**config.mk**
```make
export PLATFORM = sky130hd
export DESIGN_NAME = pscan_seq
export DESIGN_NICKNAME = d
export VERILOG_FILES = /design/src/rtl/pscan_seq_pkg.sv /design/src/rtl/pscan_cfg.sv /design/src/rtl/pscan_fsm.sv /design/src/rtl/pscan_cycle_ctr.sv /design/src/rtl/pscan_datapath.sv /design/src/rtl/pscan_seq.sv
export SDC_FILE = /design/constraint.sdc
export NUM_CORES = 1
export LEC_CHECK = 0
export ABC_AREA = 0
export BUFFER_PORTS_ARGS = -buffer_cell sky130_fd_sc_hd__buf_4
export CORE_MARGIN = 4
export CORE_UTILIZATION = 50
export CTS_CLUSTER_SIZE = 28
export DETAILED_ROUTE_END_ITERATION = 12
export MAX_ROUTING_LAYER = met4
export PLACE_DENSITY = 0.73
export SLEW_MARGIN = 30
export SYNTH_ARGS = -nofsm -noshare
export SYNTH_HDL_FRONTEND = slang
export SYNTH_SLANG_ARGS = --single-unit
```
**constraint.sdc**
```tcl
create_clock -name clk -period 4.15 [get_ports clk]
set_input_delay 0.2075 -clock clk [delete_from_list [all_inputs] [get_ports clk]]
set_output_delay 0.2075 -clock clk [all_outputs]
set_load 0.02 [all_outputs]
```
**src/rtl/pscan_seq_pkg.sv**
```systemverilog
package pscan_seq_pkg;

  typedef enum logic [2:0] {
    ST_IDLE  = 3'd0,
    ST_FLUSH = 3'd1,
    ST_SIN   = 3'd2,
    ST_CAP   = 3'd3,
    ST_SOUT  = 3'd4,
    ST_FIN   = 3'd5
  } seq_state_e;

  // Length of the whole schedule in test cycles.
  function automatic int unsigned test_cycles(input int unsigned n, input int unsigned v);
    return (v + 2) * n + v + 4;
  endfunction

  // Flush pattern 0,0,1,1 repeating.
  function automatic logic flush_bit(input int unsigned idx);
    return idx[1];
  endfunction

endpackage

```
**src/rtl/pscan_cfg.sv**
```systemverilog
module pscan_cfg
  import pscan_seq_pkg::*;
#(
  parameter int CHAIN_W = 7,
  parameter int VEC_W   = 11,
  parameter int CNT_W   = 17
) (
  input  logic               clk,
  input  logic               rst,
  input  logic               accept,
  input  logic [CHAIN_W-1:0] chain_len,
  input  logic [VEC_W-1:0]   vec_count,
  output logic [CHAIN_W-1:0] n_q,
  output logic [VEC_W-1:0]   v_q,
  output logic [CNT_W-1:0]   total_cycles
);

  always_ff @(posedge clk) begin
    if (rst) begin
      n_q <= '0;
      v_q <= '0;
    end else if (accept) begin
      n_q <= chain_len;
      v_q <= vec_count;
    end
  end

  assign total_cycles = CNT_W'(test_cycles(32'(n_q), 32'(v_q)));

endmodule

```
**src/rtl/pscan_fsm.sv**
```systemverilog
module pscan_fsm
  import pscan_seq_pkg::*;
#(
  parameter int CHAIN_W = 7,
  parameter int VEC_W   = 11,
  parameter int BIT_W   = 7
) (
  input  logic               clk,
  input  logic               rst,
  input  logic               start,
  input  logic [CHAIN_W-1:0] n_q,
  input  logic [VEC_W-1:0]   v_q,
  input  logic               si_valid,
  input  logic               pi_valid,
  output seq_state_e         st,
  output logic               accept,
  output logic               fire,
  output logic [BIT_W-1:0]   bit_cnt,
  output logic [VEC_W-1:0]   vec_idx
);

  logic flush_end, shift_end, last_vec;

  assign accept    = start && (st == ST_IDLE || st == ST_FIN);
  assign flush_end = (bit_cnt == BIT_W'(n_q) + BIT_W'(3));
  assign shift_end = (bit_cnt == BIT_W'(n_q) - BIT_W'(1));
  assign last_vec  = (vec_idx == v_q - VEC_W'(1));

  always_comb begin
    case (st)
      ST_FLUSH, ST_SOUT: fire = 1'b1;
      ST_SIN:            fire = si_valid;
      ST_CAP:            fire = pi_valid;
      default:           fire = 1'b0;
    endcase
  end

  always_ff @(posedge clk) begin
    if (rst) begin
      st      <= ST_IDLE;
      bit_cnt <= '0;
      vec_idx <= '0;
    end else begin
      case (st)
        ST_IDLE, ST_FIN: begin
          if (accept) begin
            st      <= ST_FLUSH;
            bit_cnt <= '0;
            vec_idx <= '0;
          end
        end
        ST_FLUSH: begin
          if (flush_end) begin
            st      <= ST_SIN;
            bit_cnt <= '0;
          end else begin
            bit_cnt <= bit_cnt + BIT_W'(1);
          end
        end
        ST_SIN: begin
          if (si_valid) begin
            if (shift_end) begin
              st      <= ST_CAP;
              bit_cnt <= '0;
            end else begin
              bit_cnt <= bit_cnt + BIT_W'(1);
            end
          end
        end
        ST_CAP: begin
          if (pi_valid) begin
            st      <= last_vec ? ST_SOUT : ST_SIN;
            vec_idx <= vec_idx + VEC_W'(1);
          end
        end
        ST_SOUT: begin
          if (shift_end) begin
            st      <= ST_FIN;
            bit_cnt <= '0;
          end else begin
            bit_cnt <= bit_cnt + BIT_W'(1);
          end
        end
        default: st <= ST_IDLE;
      endcase
    end
  end

endmodule

```
**src/rtl/pscan_cycle_ctr.sv**
```systemverilog
module pscan_cycle_ctr #(
  parameter int CNT_W = 17
) (
  input  logic             clk,
  input  logic             rst,
  input  logic             clear,
  input  logic             step,
  output logic [CNT_W-1:0] count
);

  always_ff @(posedge clk) begin
    if (rst || clear) count <= '0;
    else if (step)    count <= count + CNT_W'(1);
  end

endmodule

```
**src/rtl/pscan_datapath.sv**
```systemverilog
module pscan_datapath
  import pscan_seq_pkg::*;
#(
  parameter int BIT_W = 7,
  parameter int VEC_W = 11,
  parameter int PI_W  = 8
) (
  input  seq_state_e        st,
  input  logic              fire,
  input  logic [BIT_W-1:0]  bit_cnt,
  input  logic [VEC_W-1:0]  vec_idx,
  input  logic              si_bit,
  input  logic [PI_W-1:0]   pi_vec,
  input  logic              chain_so,
  output logic              scan_din,
  output logic              test_ctl,
  output logic              clk_en_scan,
  output logic              clk_en_func,
  output logic [PI_W-1:0]   pi_out,
  output logic              so_valid,
  output logic              so_bit,
  output logic              si_ready,
  output logic              pi_ready
);

  logic shifting;

  assign shifting    = (st == ST_FLUSH) || (st == ST_SIN) || (st == ST_SOUT);
  assign test_ctl    = shifting;
  assign clk_en_scan = fire;
  assign clk_en_func = fire && (st == ST_CAP);
  assign si_ready    = (st == ST_SIN);
  assign pi_ready    = (st == ST_CAP);
  assign pi_out      = (st == ST_CAP) ? pi_vec : '0;

  always_comb begin
    case (st)
      ST_FLUSH: scan_din = flush_bit(32'(bit_cnt));
      ST_SIN:   scan_din = si_bit;
      default:  scan_din = 1'b0;
    endcase
  end

  assign so_valid = (st == ST_SOUT) || (st == ST_SIN && fire && vec_idx != '0);
  assign so_bit   = so_valid ? chain_so : 1'b0;

endmodule

```
**src/rtl/pscan_seq.sv**
```systemverilog
module pscan_seq
  import pscan_seq_pkg::*;
#(
  parameter int MAX_CHAIN = 64,
  parameter int MAX_VEC   = 1024,
  parameter int PI_W      = 8,
  localparam int CHAIN_W  = $clog2(MAX_CHAIN + 1),
  localparam int VEC_W    = $clog2(MAX_VEC + 1),
  localparam int BIT_W    = $clog2(MAX_CHAIN + 5),
  localparam int CNT_W    = $clog2(test_cycles(MAX_CHAIN, MAX_VEC) + 1)
) (
  input  logic               clk,
  input  logic               rst,
  input  logic               start,
  input  logic [CHAIN_W-1:0] chain_len,
  input  logic [VEC_W-1:0]   vec_count,
  input  logic               si_valid,
  input  logic               si_bit,
  output logic               si_ready,
  input  logic               pi_valid,
  input  logic [PI_W-1:0]    pi_vec,
  output logic               pi_ready,
  input  logic               chain_so,
  output logic               scan_din,
  output logic               test_ctl,
  output logic               clk_en_scan,
  output logic               clk_en_func,
  output logic [PI_W-1:0]    pi_out,
  output logic               so_valid,
  output logic               so_bit,
  output logic [2:0]         mode,
  output logic [CNT_W-1:0]   cycle_cnt,
  output logic               done
);

  seq_state_e         st;
  logic               accept, fire;
  logic [BIT_W-1:0]   bit_cnt;
  logic [VEC_W-1:0]   vec_idx;
  logic [CHAIN_W-1:0] n_q;
  logic [VEC_W-1:0]   v_q;
  logic [CNT_W-1:0]   total_cycles;

  pscan_cfg #(.CHAIN_W(CHAIN_W), .VEC_W(VEC_W), .CNT_W(CNT_W)) u_cfg (
    .clk(clk), .rst(rst), .accept(accept),
    .chain_len(chain_len), .vec_count(vec_count),
    .n_q(n_q), .v_q(v_q), .total_cycles(total_cycles)
  );

  pscan_fsm #(.CHAIN_W(CHAIN_W), .VEC_W(VEC_W), .BIT_W(BIT_W)) u_fsm (
    .clk(clk), .rst(rst), .start(start), .n_q(n_q), .v_q(v_q),
    .si_valid(si_valid), .pi_valid(pi_valid),
    .st(st), .accept(accept), .fire(fire), .bit_cnt(bit_cnt), .vec_idx(vec_idx)
  );

  pscan_cycle_ctr #(.CNT_W(CNT_W)) u_ctr (
    .clk(clk), .rst(rst), .clear(accept), .step(clk_en_scan), .count(cycle_cnt)
  );

  pscan_datapath #(.BIT_W(BIT_W), .VEC_W(VEC_W), .PI_W(PI_W)) u_dp (
    .st(st), .fire(fire), .bit_cnt(bit_cnt), .vec_idx(vec_idx),
    .si_bit(si_bit), .pi_vec(pi_vec), .chain_so(chain_so),
    .scan_din(scan_din), .test_ctl(test_ctl),
    .clk_en_scan(clk_en_scan), .clk_en_func(clk_en_func),
    .pi_out(pi_out), .so_valid(so_valid), .so_bit(so_bit),
    .si_ready(si_ready), .pi_ready(pi_ready)
  );

  assign mode = st;
  assign done = (st == ST_FIN);

endmodule

```
==> results.tsv, run 1 <==
stage	metric	value	unit
critical_path	path_max_fanout	28	
critical_path	reg2reg_to	u_fsm.bit_cnt[3]	
sta	skew	0.007025	ns
sta	slew_headroom	37.94	%
grt	grt_start_max_net_pins	32	
grt	grt_overflow	0	
place	placed_area	0.004061	mm^2
logic_synthesis	synthMuxAreaShare	0.5678	%
finish	syn_to_final_growth	17.99	%
logic_synthesis	yosysTopAreaCell	dfxtp_1	
critical_path	r2r_cells	6	
sta	slew_violations	0	
logic_synthesis	synth_compound_area_share	19.94	%
sta	rsz0062_at_grt	false	
clocking	hold_buffers	0	
critical_path	path_cells	xor2_1, buf_4, nor2_1, a2bb2oi_1, nor4b_2, nor3_1	
grt	grt_pass1_vias	2932	
detailed_routing	first_iter_violations	195	
min_path	min_path_type	in2reg	
clocking	path_clk_slew	0.09	ns
logic_synthesis	synth_xor_area_share	11.53	%
logic_synthesis	syn_area	0.003526	mm^2
detailed_routing	drtAntennaViolNets	0	
clocking	cts_root_buf	clkbuf_8	
sta	period_share	64.62	%
critical_path	end_kind	flop	
floorplanning	dieArea	0.008459	mm^2
finish	drive_above_1_share	17.39	%
place	post-place-cells	596	
floorplanning	ios	70	
detailed_routing	viasPerCell	5.633	
place	dpl_worst_slack	1.489	ns
clocking	clock_latency	0.31	ns
logic_synthesis	synth_edf_count	0	
logic_synthesis	synthDistinctLibCells	62	
logic_synthesis	yosysMostFrequentCell	dfxtp_1	
run	max_cap_violations	0	
logic_synthesis	synthArstFlopShare	0	%
critical_path	cp.arrival	2.87	ns
sta	setup_tns	0	ns
floorplanning	start_util	51.61	%
clocking	ctsResizeCount	0	
logic_synthesis	ys.warnings.count	0	
logic_synthesis	synth_nets	496	
critical_path	startpoint_type	flop	
sta	holdWs	0.1384	ns
logic_synthesis	synth_common_cells	dfxtp_1, nand2_1, a21oi_1, nor2_1, o21ai_0	
logic_synthesis	synth_seq_cells	56	
logic_synthesis	avgSynthCellArea	7.715	um^2
logic_synthesis	synth-main-ff-cell	dfxtp_1	
floorplanning	die_w	91.98	um
min_path	min_delay_path_depth	3	
sta	timing.final.hold_violations	0	
floorplanning	core_area	0.006832	mm^2
critical_path	rr_startpoint	u_fsm.st[0]	
grt	antenna_found_initial	0	
logic_synthesis	synthAdderAreaFrac	2.129	%
critical_path	max_stage_delay	0.88	ns
clocking	cts_setup_buffers	0	
critical_path	path_class	reg2reg	
logic_synthesis	synth_top_family_by_area	simple AND/OR/NAND/NOR gates	
floorplanning	dieHeight	91.98	um
place	gp_congestion	0.8385	
critical_path	cp.required	4.34	ns
clocking	cts_sinks	56	
logic_synthesis	syn_inst	457	
logic_synthesis	synth_top_cell_area_share	31.80	%
sta	setup_violations	0	
detailed_routing	drc	0	
finish	fin_cells	602	
place	io_buffer_count	69	
grt	grt.total_usage	21.16	%
critical_path	r2r_setup_slack	1.47	ns
status	outcome	complete, no violations	
power	vdd_drop_max	0.2730	mV
min_path	min_from	vec_count[9]	
clocking	numCtsBuffers	5	
min_path	holdPathEnd	u_cfg.v_q[9]	
logic_synthesis	yosysSeqAreaShare	31.80	%
sta	worst_slew_pin_slew	0.9248	ns
sta	fin_crit	2.682	ns
detailed_routing	vias	3391	
clocking	clockBufferDepth	2	
logic_synthesis	synth-simple-area-share	28.25	%
finish	diodes	0	
power	p_leak	1.699	nW
sta	fmax	372.9	MHz
detailed_routing	first_pass_iters	4	
sta	worst_slack	1.468	ns
floorplanning	fp-row-count	30	
finish	nFillCells	648	
finish	stdcell_area	0.004160	mm^2
logic_synthesis	synthTopCellsByArea	dfxtp_1, xor2_1, xnor2_1	
place	dp_hpwl	6423	um
clocking	cts-htree-levels	2	
grt	grt_pass1_wl	14550	um
detailed_routing	wl	8559	um
power	powerDensity	435.3	mW/mm^2
clocking	tritoncts	yes	
finish	nets	546	
detailed_routing	wl_per_cell	14.22	um
critical_path	cp_slowest_cell	dfxtp_1	
## cells by family after synthesis
kind of cell             after synthesis
XOR/XNOR                              44
AO/OA/AOI/OAI                        113
AND/OR/NAND/NOR                      187
buffers and inverters                 49
adder cells (fa/ha/maj)                6
flip-flops                            56
multiplexers                           2
## stage by stage
step / utilization, % / power, mW
5_1_grt: 60.90 / 1.949
3_5_place_dp: 59.45 / 1.477
2_1_floorplan: - / 1.257
4_1_cts: 60.90 / 1.816
3_3_place_gp: 59.45 / 1.455
6_report: 60.90 / 1.811
## metal layers
| metal | up-vias | share of wire, % | global-route usage (%) |
|---|---|---|---|
| met1 | 1548 | 47 | 29.30 |
| met3 | 9 | 6.5 | 4.348 |
| met4 | 0 | 1.1 | 4.950 |
| li1 | 1736 | - | - |
| met5 | - | 0 | - |
| met2 | 98 | 45 | 31.81 |
## power breakdown
part	switching [mW]	total (mW)	internal [mW]
logic	0.444	0.767	0.323
registers	0.113	0.701	0.588
clock network	0.169	0.343	0.173
## critical path: cells and delay by family, from the launching register on
family	cells	cell delay, ns
flip-flops	1	0.88
AND/OR/NAND/NOR	3	0.79
AO/OA/AOI/OAI	1	0.52
buffers and inverters	1	0.23
XOR/XNOR	1	0.14
## final cells by class
cell class / count / area [um^2] / share of cell area, %
clock buffers: 5 / 68.82 / 1.654
clock inverters: 1 / 30.03 / 0.7218
inverters: 19 / 71.32 / 1.714
multi-input cells: 352 / 2201 / 52.90
flip-flops and latches: 56 / 1121 / 26.95
well taps: 96 / 120.1 / 2.887
repair buffers: 73 / 548.0 / 13.17
## placed cells by master, fill, tap and decap left out, types with 3 or more instances in the layout
cell type | netlist | layout
xor2_1 | 22 | 22
o21ai_0 | 34 | 34
o2111ai_1 | 4 | 4
o22ai_1 | 3 | 3
inv_1 | 18 | 18
nand4_1 | 17 | 17
nor4_1 | 5 | 5
or4_1 | 3 | 3
and3_1 | 15 | 15
or3_1 | 8 | 8
and2_1 | 7 | 7
o31ai_1 | 4 | 4
xnor2_1 | 20 | 20
nor3_1 | 14 | 14
buf_4 | 0 | 73
ha_1 | 6 | 6
nand2b_1 | 11 | 11
nand3b_1 | 3 | 3
a31oi_1 | 3 | 3
a21oi_1 | 34 | 34
nand2_1 | 38 | 38
nand3_1 | 13 | 13
clkbuf_8 | 0 | 5
nor2_1 | 34 | 34
dfxtp_1 | 56 | 56
and4_1 | 3 | 3
nor2b_1 | 7 | 7
## state kept, by name (all words and copies together) (netlist names)
register,flops
u_cfg.n_q,7
u_cfg.v_q,11
u_ctr.count,17
u_fsm.bit_cnt,7
u_fsm.st,3
u_fsm.vec_idx,11
## worst max path at each step
stage	startpoint	endpoint	slack (ns)	cells after the start
2_1_floorplan	u_fsm.st[0]	u_fsm.bit_cnt[2]	1.80	6
3_3_place_gp	u_fsm.st[0]	u_fsm.bit_cnt[2]	1.56	6
3_5_place_dp	u_fsm.st[0]	u_fsm.bit_cnt[5]	1.49	6
4_1_cts	u_fsm.st[0]	u_fsm.bit_cnt[6]	1.48	6
5_1_grt	u_fsm.st[0]	u_fsm.bit_cnt[3]	1.08	6
6_report	u_fsm.st[0]	u_fsm.bit_cnt[3]	1.47	6
No activity file was read; power rests on OpenSTA's default activity.
==> run 2: changes to the inputs <==
- clock period: 4.15 -> 2.6 ns (I/O delays scaled with it)
==> results.tsv, run 2 (synthesis gave the netlist of run 1 again) <==
stage	metric	value	unit	change
clocking	numCtsBuffers	5		unchanged
place	post-place-cells	606		+1.7%
grt	grt_start_max_net_pins	32		unchanged
grt	grt_pass1_vias	3036		+3.5%
detailed_routing	wl	8636	um	+0.90%
floorplanning	core_area	0.006832	mm^2	unchanged
clocking	clock_latency	0.31	ns	about the same
clocking	cts_sinks	56		unchanged
power	power.total	2.951	mW	+63%
finish	syn_to_final_growth	20.40	%	
status	outcome	complete, no violations		
sta	timing.final.hold_violations	0		unchanged
grt	grt_pass1_wl	14300	um	-1.7%
finish	largest_register_ffs	17		unchanged
floorplanning	dieArea	0.008459	mm^2	unchanged
run	max_cap_violations	0		unchanged
finish	final_cell_mix	buf_4, dfxtp_1, nand2_1		
critical_path	path_class	reg2out		
sta	setup_violations	0		unchanged
sta	rsz0062_at_grt	false		
clocking	cts_root_buf	clkbuf_8		
detailed_routing	drc	0		unchanged
floorplanning	start_util	51.61	%	unchanged
sta	setup_tns	0	ns	unchanged
place	dpl_worst_slack	0.06931	ns	-1.419 ns
power	vdd_drop_max	0.3900	mV	+43%
finish	regMostFlops	u_ctr.count		
finish	layout_commonest_cell	buf_4		
finish	diodes	0		unchanged
place	gp_congestion	0.9150		+9.1%
detailed_routing	wl_per_cell	14.04	um	-1.2%
finish	nFillCells	657		+1.4%
sta	worst_slew_pin_slew	0.5715	ns	-0.3533 ns
floorplanning	die_w	91.98	um	unchanged
grt	grt_overflow	0		unchanged
floorplanning	dieHeight	91.98	um	unchanged
detailed_routing	viasPerCell	5.597		-0.64%
finish	nets	557		+2.0%
clocking	path_clk_slew	0.10	ns	about the same
place	dp_hpwl	6583	um	+2.5%
power	p_leak	1.756	nW	+3.3%
finish	largestRegisters	u_ctr.count x17, u_cfg.v_q x11, u_fsm.vec_idx x11		
clocking	hold_buffers	0		unchanged
floorplanning	ios	70		unchanged
grt	antenna_found_initial	0		unchanged
sta	skew	0.004814	ns	-0.002210 ns
detailed_routing	first_iter_violations	179		-8.2%
detailed_routing	vias	3442		+1.5%
detailed_routing	first_pass_iters	4		unchanged
sta	fmax	422.9	MHz	
finish	fin_cells	615		+2.2%
critical_path	startpoint_type	flop		
grt	grt.total_usage	20.94	%	-0.21 points
clocking	cts-htree-levels	2		unchanged
sta	slew_violations	0		unchanged
sta	period_share	90.94	%	
critical_path	path_max_fanout	10		-64%
min_path	min_path_type	in2reg		
floorplanning	fp-row-count	30		unchanged
sta	worst_slack	0.2356	ns	-1.233 ns
critical_path	end_kind	output pin		
sta	fin_crit	2.364	ns	
critical_path	cp.required	2.47	ns	-1.87 ns
critical_path	cp.arrival	2.23	ns	-0.64 ns
clocking	clockBufferDepth	2		unchanged
power	powerDensity	695.1	mW/mm^2	+60%
finish	drive_above_1_share	19.85	%	+2.5 points
detailed_routing	drtAntennaViolNets	0		unchanged
sta	slew_headroom	61.56	%	+24 points
clocking	tritoncts	yes		
place	io_buffer_count	69		unchanged
run 2: through the flow:
stage,util (%),hold WS [ns],instance area [um^2]
2_1_floorplan,-,0.2660,3526
3_3_place_gp,60.55,0.3750,4136
3_5_place_dp,60.55,0.3879,4136
4_1_cts,61.96,0.04695,4233
5_1_grt,62.14,0.04664,4245
6_report,62.14,0.05682,4245
run 2: path summary, 6_finish.rpt:
check / startpoint / slack, ns / to / cells past startpoint
hold reg to reg: u_ctr.count[16] / 0.49 / u_ctr.count[16] / 2
setup / recovery: u_fsm.st[1] / 0.24 / so_bit / 7
setup reg to reg: u_cfg.n_q[1] / 0.27 / u_fsm.st[0] / 8
hold / removal: vec_count[10] / 0.06 / u_cfg.v_q[10] / 3
run 2: routing by layer:
layer | track usage [%] | wire length (um) | part of all wire [%]
met1 | 27.22 | 4139 | 48
met2 | 33.52 | 4008 | 46
met3 | 3.938 | 428 | 5.0
met4 | 5.693 | 60 | 0.69
met5 | - | 0 | 0
run 2: critical path: stages (launching register included):
cell     delay (ns)
dfxtp_1        0.50
nor2b_1        0.21
a22oi_1        0.10
o22ai_1        0.47
nand3_1        0.13
a21oi_1        0.22
and2_1         0.15
buf_4          0.13
run 2: power by group:
group	internal (mW)	switching (mW)
clock network	0.219	0.294
registers	0.940	0.139
logic	0.593	0.766
total	1.75	1.20
run 2: area by class of cell:
class | instances | area [um^2] | share of cell area [%]
Clock inverter | 2 | 13.76 | 0.3242
Clock buffer | 6 | 82.58 | 1.945
Multi-Input combinational cell | 352 | 2205 | 51.93
Inverter | 19 | 71.32 | 1.680
Tap cell | 96 | 120.1 | 2.829
Sequential cell | 56 | 1122 | 26.44
Timing Repair Buffer | 84 | 630.6 | 14.85
run 2: repair_timing:
action | 4_1_cts | 5_1_grt
gates resized for setup | 0 | 3
endpoints found under the hold margin | 0 | 0
endpoints found under the setup margin | 0 | 6
buffers inserted | 0 | 1
